--- config.mk ---
export PLATFORM = sky130hd
export DESIGN_NAME = wpr_serial_port
export DESIGN_NICKNAME = d
export VERILOG_FILES = /design/src/rtl/wpr_pkg.sv /design/src/rtl/wpr_frame_ctrl.sv /design/src/rtl/wpr_shifter.sv /design/src/rtl/wpr_bank.sv /design/src/rtl/wpr_serial_port.sv
export SDC_FILE = /design/constraint.sdc
export NUM_CORES = 1
export LEC_CHECK = 0
export BUFFER_PORTS_ARGS = -buffer_cell sky130_fd_sc_hd__buf_4
export CORE_ASPECT_RATIO = 1.5
export CORE_MARGIN = 2
export CORE_UTILIZATION = 55
export DETAILED_ROUTE_END_ITERATION = 10
export HOLD_SLACK_MARGIN = 0.03
export PLACE_DENSITY_LB_ADDON = 0.15
export SETUP_SLACK_MARGIN = 0.4
export SLEW_MARGIN = 20
export SYNTH_ARGS = -nofsm -noshare
export SYNTH_HDL_FRONTEND = slang
export SYNTH_SLANG_ARGS = --single-unit
--- constraint.sdc ---
create_clock -name clk -period 2.6 [get_ports clk]
set_clock_uncertainty 0.15 [all_clocks]
set_input_delay 0.13 -clock clk [delete_from_list [all_inputs] [get_ports clk]]
set_output_delay 0.13 -clock clk [all_outputs]
set_load 0.02 [all_outputs]
--- src/rtl/wpr_pkg.sv ---
package wpr_pkg;
  typedef enum logic [1:0] {
    WS_IDLE   = 2'd0,
    WS_ADDR   = 2'd1,
    WS_DATA   = 2'd2,
    WS_COMMIT = 2'd3
  } wpr_state_e;

  // Edge number (start bit = 1) on which the new value is committed.
  function automatic int commit_edge(input int addr_bits, input int data_bits);
    return 1 + addr_bits + data_bits + 1;
  endfunction
endpackage

--- src/rtl/wpr_frame_ctrl.sv ---
module wpr_frame_ctrl
  import wpr_pkg::*;
#(
  parameter int ADDR_W = 2,
  parameter int DATA_W = 8
) (
  input  logic              clk,
  input  logic              rst_n,
  input  logic              cs,
  input  logic              sdi,
  output logic [ADDR_W-1:0] addr,
  output logic [ADDR_W-1:0] load_addr,
  output logic              load_ev,
  output logic              shift_ev,
  output logic              commit_ev,
  output logic              abort_ev,
  output logic              data_phase
);
  localparam int MAXC  = (ADDR_W > DATA_W) ? ADDR_W : DATA_W;
  localparam int CNT_W = $clog2(MAXC) + 1;

  wpr_state_e        state;
  logic [CNT_W-1:0]  cnt;
  logic [ADDR_W-1:0] addr_q;

  // Address arrives low bit first: shift in at the top.
  function automatic logic [ADDR_W-1:0] addr_shift(input logic [ADDR_W-1:0] cur,
                                                   input logic b);
    logic [ADDR_W-1:0] r;
    r = cur >> 1;
    r[ADDR_W-1] = b;
    return r;
  endfunction

  logic last_addr_bit;
  logic last_data_bit;
  assign last_addr_bit = (cnt == CNT_W'(ADDR_W - 1));
  assign last_data_bit = (cnt == CNT_W'(DATA_W - 1));

  always_ff @(posedge clk or negedge rst_n) begin
    if (!rst_n) begin
      state  <= WS_IDLE;
      cnt    <= '0;
      addr_q <= '0;
    end else begin
      case (state)
        WS_IDLE: begin
          if (cs && sdi) begin
            state <= WS_ADDR;
            cnt   <= '0;
          end
        end
        WS_ADDR: begin
          if (!cs) begin
            state <= WS_IDLE;
          end else begin
            addr_q <= addr_shift(addr_q, sdi);
            if (last_addr_bit) begin
              state <= WS_DATA;
              cnt   <= '0;
            end else begin
              cnt <= cnt + 1'b1;
            end
          end
        end
        WS_DATA: begin
          if (!cs) begin
            state <= WS_IDLE;
          end else if (last_data_bit) begin
            state <= WS_COMMIT;
            cnt   <= '0;
          end else begin
            cnt <= cnt + 1'b1;
          end
        end
        default: state <= WS_IDLE;
      endcase
    end
  end

  assign addr       = addr_q;
  assign load_addr  = addr_shift(addr_q, sdi);
  assign load_ev    = (state == WS_ADDR) && cs && last_addr_bit;
  assign data_phase = (state == WS_DATA);
  assign shift_ev   = data_phase && cs;
  assign commit_ev  = (state == WS_COMMIT) && cs;
  assign abort_ev   = ((state == WS_DATA) || (state == WS_COMMIT)) && !cs;
endmodule

--- src/rtl/wpr_shifter.sv ---
module wpr_shifter #(
  parameter int DATA_W = 8
) (
  input  logic              clk,
  input  logic              rst_n,
  input  logic              sdi,
  input  logic              load_ev,
  input  logic              shift_ev,
  input  logic              data_phase,
  input  logic [DATA_W-1:0] rd_data,
  output logic [DATA_W-1:0] shreg,
  output logic              sdo_bit
);
  // Data arrives LSB first: new bit enters at the top, old bit leaves at bit 0.
  function automatic logic [DATA_W-1:0] lsb_shift(input logic [DATA_W-1:0] cur,
                                                  input logic b);
    logic [DATA_W-1:0] r;
    r = cur >> 1;
    r[DATA_W-1] = b;
    return r;
  endfunction

  always_ff @(posedge clk or negedge rst_n) begin
    if (!rst_n) begin
      shreg <= '0;
    end else if (load_ev) begin
      shreg <= rd_data;
    end else if (shift_ev) begin
      shreg <= lsb_shift(shreg, sdi);
    end
  end

  assign sdo_bit = data_phase & shreg[0];
endmodule

--- src/rtl/wpr_bank.sv ---
module wpr_bank #(
  parameter int          NREG      = 4,
  parameter int          DATA_W    = 8,
  parameter logic [7:0]  RESET_VAL = 8'h80,
  localparam int         ADDR_W    = $clog2(NREG)
) (
  input  logic                     clk,
  input  logic                     rst_n,
  input  logic [ADDR_W-1:0]        addr,
  input  logic [ADDR_W-1:0]        load_addr,
  input  logic                     commit_ev,
  input  logic                     abort_ev,
  input  logic                     store,
  input  logic [DATA_W-1:0]        new_data,
  output logic [DATA_W-1:0]        rd_data,
  output logic [NREG*DATA_W-1:0]   wiper_flat,
  output logic [NREG*DATA_W-1:0]   nv_flat
);
  logic [DATA_W-1:0] wip [NREG];
  logic [DATA_W-1:0] nv  [NREG];

  for (genvar g = 0; g < NREG; g++) begin : g_slot
    logic hit;
    assign hit = (addr == ADDR_W'(g));

    always_ff @(posedge clk or negedge rst_n) begin
      if (!rst_n) begin
        wip[g] <= DATA_W'(RESET_VAL);
        nv[g]  <= DATA_W'(RESET_VAL);
      end else if (hit && commit_ev) begin
        wip[g] <= new_data;
        if (store) nv[g] <= new_data;
      end else if (hit && abort_ev) begin
        wip[g] <= nv[g];
      end
    end

    assign wiper_flat[g*DATA_W +: DATA_W] = wip[g];
    assign nv_flat[g*DATA_W +: DATA_W]    = nv[g];
  end

  assign rd_data = wip[load_addr];
endmodule

--- src/rtl/wpr_serial_port.sv ---
module wpr_serial_port #(
  parameter int         NREG      = 4,
  parameter int         DATA_W    = 8,
  parameter logic [7:0] RESET_VAL = 8'h80
) (
  input  logic                   clk,
  input  logic                   rst_n,
  input  logic                   cs,
  input  logic                   sdi,
  input  logic                   store,
  output logic                   sdo,
  output logic                   sdo_oe,
  output logic [NREG*DATA_W-1:0] wiper
);
  localparam int ADDR_W = $clog2(NREG);

  logic [ADDR_W-1:0]      addr;
  logic [ADDR_W-1:0]      load_addr;
  logic                   load_ev;
  logic                   shift_ev;
  logic                   commit_ev;
  logic                   abort_ev;
  logic                   data_phase;
  logic [DATA_W-1:0]      rd_data;
  logic [DATA_W-1:0]      shreg;
  logic                   sdo_bit;
  logic [NREG*DATA_W-1:0] nv_flat;

  wpr_frame_ctrl #(.ADDR_W(ADDR_W), .DATA_W(DATA_W)) u_ctrl (
    .clk(clk), .rst_n(rst_n), .cs(cs), .sdi(sdi),
    .addr(addr), .load_addr(load_addr), .load_ev(load_ev),
    .shift_ev(shift_ev), .commit_ev(commit_ev), .abort_ev(abort_ev),
    .data_phase(data_phase)
  );

  wpr_shifter #(.DATA_W(DATA_W)) u_shift (
    .clk(clk), .rst_n(rst_n), .sdi(sdi), .load_ev(load_ev),
    .shift_ev(shift_ev), .data_phase(data_phase), .rd_data(rd_data),
    .shreg(shreg), .sdo_bit(sdo_bit)
  );

  wpr_bank #(.NREG(NREG), .DATA_W(DATA_W), .RESET_VAL(RESET_VAL)) u_bank (
    .clk(clk), .rst_n(rst_n), .addr(addr), .load_addr(load_addr),
    .commit_ev(commit_ev), .abort_ev(abort_ev), .store(store),
    .new_data(shreg), .rd_data(rd_data), .wiper_flat(wiper), .nv_flat(nv_flat)
  );

  assign sdo    = sdo_bit;
  assign sdo_oe = cs;
endmodule

==> flow_summary_export.csv <==
group,metric,value,unit
critical_path,critical_path_arrival,2.21,ns
yosys,synth_edf_count,0,
timing,timing.fmax,0.471,GHz
critical_path,end_kind,"flip-flop",
power,cellPowerDensity,1070,nW/um2
floorplan,die_x,71.9,um
timing,fin_crit,2.13,ns
yosys,synth_ff_type,"dfrtp_1",
flow_run,maxCapViolCount,0,
power,peakVddDrop,0.564,mV
floorplan,die_h,106,um
power,finalPower,4.62,mW
final_layout,diodes,0,
global_route,grt_first_pass_wirelength,13900,um
clock_tree,htreeDepth,3,
floorplan,start_util,0.562,
critical_path,start_kind,"flip-flop",
global_route,grt_antenna_before_repair,0,
timing,fin_setup_tns,0,ns
outcome,status,"finished clean",
final_layout,num-nets-final,372,
timing,setup_viol,0,
routing,ant_nets,0,
timing,worst_pin_slew,0.988,ns
power,power_leakage,1.98,nW
routing,wl_per_cell,19.4,um
critical_path,crit_required,2.68,ns
routing,drtIter0Drc,184,
yosys,synth.distinct_cells,39,
clock_tree,tritoncts,"yes",
timing,rsz0062_at_grt,"yes",
critical_path,crit_type,"reg -> reg",
clock_tree,path_clk_slew,0.08,ns
floorplan,num_rows,37,
floorplan,design.die.area,7610,um2
routing,vias_per_cell,5.94,
place,place_hpwl,6010,um
yosys,netlist_instances,328,
global_route,grt_pass1_vias,2599,
routing,wirelength,8600,um
yosys,async_flop_share,1.00,
global_route,grt_max_degree,81,
critical_path,r2r_start,"u_ctrl.state[1]",
final_layout,fin_area,4330,um2
final_layout,final_util,0.641,
final_layout,fin_cells,443,
place,dp.cells,424,
hold_path,hp-class,"in -> reg",
final_layout,drive_gt1_frac,0.332,
hold_path,worstHoldStart,"cs",
place,post_dp_cell_area,4090,um2
timing,slew_headroom,0.341,
routing,drt_pass1_iterations,4,
place,gp_congestion,0.855,
final_layout,final_common_cell,"dfrtp_1",
timing,drv_slew,0,
clock_tree,cts_buffers,9,
timing,timing.final.crit_share,0.817,
global_route,track_usage,0.250,
yosys,seq_area_frac_synth,0.529,
clock_tree,root_buffer,"clkbuf_8",
clock_tree,clockBufferDepth,2,
yosys,syn_nets,340,
final_layout,layout_common_cells,"dfrtp_1, buf_4, nand2_1, mux2_2, o21ai_0",
timing,hold_viol_final,0,
floorplan,core_area,6760,um2
clock_tree,numClockSinks,80,
final_layout,areaGrowthSynthToFinish,14.0,%
yosys,ys_seq_elements,80,
routing,vias,2633,
critical_path,crit_path_max_fanout,8,
routing,drc,0,
yosys,postSynthAreaPerCell,11.6,um2
place,numPortBuffers,38,
floorplan,boundaryPins,39,
yosys,syn-cell-area,3800,um2
global_route,grt-ovfl-total,0,
critical_path,worstSetupStartpoint,"u_ctrl.state[1]",
clock_tree,insertion_delay,0.35,ns
yosys,ys_warn_count,0,
==> stage by stage <==
step	worst slack, ns	hold slack [ns]
global route	0.334	0.120
CTS	0.318	0.0785
floorplan	0.689	-0.316
detailed placement	0.325	0.203
global placement	0.403	0.208
finish	0.475	0.104
==> registers in the layout, summed over array words and instances (netlist names) <==
name / count
u_ctrl.addr: 2
u_bank.wiper_flat: 32
u_ctrl.state: 2
u_bank.nv_flat: 32
u_shift.shreg: 8
u_ctrl.cnt: 4
==> synthesized netlist by cell type, types with 3 or more instances <==
library cell	instances	area, um2
a21oi_1	8	40.0
a22oi_1	32	240
buf_1	7	26.3
buf_2	6	30.0
buf_4	3	22.5
clkbuf_1	6	22.5
dfrtp_1	72	1800
dfstp_2	8	210
ha_1	7	87.6
inv_1	4	15.0
mux2_2	36	405
mux2i_1	11	110
mux4_2	7	158
nand2_1	37	139
nand2b_1	3	18.8
nor2_1	14	52.6
nor2_2	3	18.8
nor3_1	3	15.0
o21ai_0	33	165
o21bai_1	3	22.5
==> final timing paths <==
| kind | end | slack, ns | cells after the start |
|---|---|---|---|
| worst max-delay path | u_bank.nv_flat[8] | 0.47 | 4 |
| worst min-delay path | u_ctrl.addr[0] | 0.10 | 3 |
| worst max register to register | u_bank.nv_flat[8] | 0.47 | 4 |
| worst min register to register | u_bank.nv_flat[16] | 0.36 | 1 |
| max in group asynchronous | u_ctrl.addr[1] | 1.31 | 2 |
| min in group asynchronous | u_bank.nv_flat[1] | 0.31 | 2 |
==> logic make-up after synthesis <==
kind of cell / after synthesis / share of synthesized area
buf+inv: 27 / 0.0336
simple gates: 75 / 0.0948
compound gates: 85 / 0.142
mux: 54 / 0.177
flops: 80 / 0.529
fa+ha+maj: 7 / 0.0230
==> layout make-up <==
cell class	instances	area (um2)
multi-input cells	221	1700
clock buffers	16	170
fillers	560	2430
inverters	4	15.0
repair buffers	44	335
flip-flops and latches	80	2010
well taps	78	97.6
==> worst max-delay path, cell delays in order (launching register included) <==
cell     delay (ns)
dfrtp_1        0.43
ha_1           0.37
nand3_1        0.27
nor2_2         0.39
mux2_2         0.38
==> per-layer routing <==
| layer | share of wire | GRT usage | wire (um) |
|---|---|---|---|
| met1 | 0.41 | 0.320 | 3500 |
| met2 | 0.50 | 0.381 | 4310 |
| met3 | 0.034 | 0.0363 | 295 |
| met4 | 0.057 | 0.181 | 493 |
| met5 | 0 | 0 | 0 |
==> power by group <==
group | leakage [nW] | internal (mW) | switching (mW)
clock network | 0.0850 | 0.402 | 0.417
logic | 0.841 | 0.796 | 0.735
registers | 1.06 | 1.70 | 0.569
total | 1.98 | 2.89 | 1.72
==> repair_timing <==
item,CTS,global route
setup buffers,0,1
resized for setup,4,8
hold endpoints to repair,74,0
pin swaps,0,2
hold buffers,2,0
setup endpoints to repair,31,57
No activity file was read; power rests on OpenSTA's default activity.
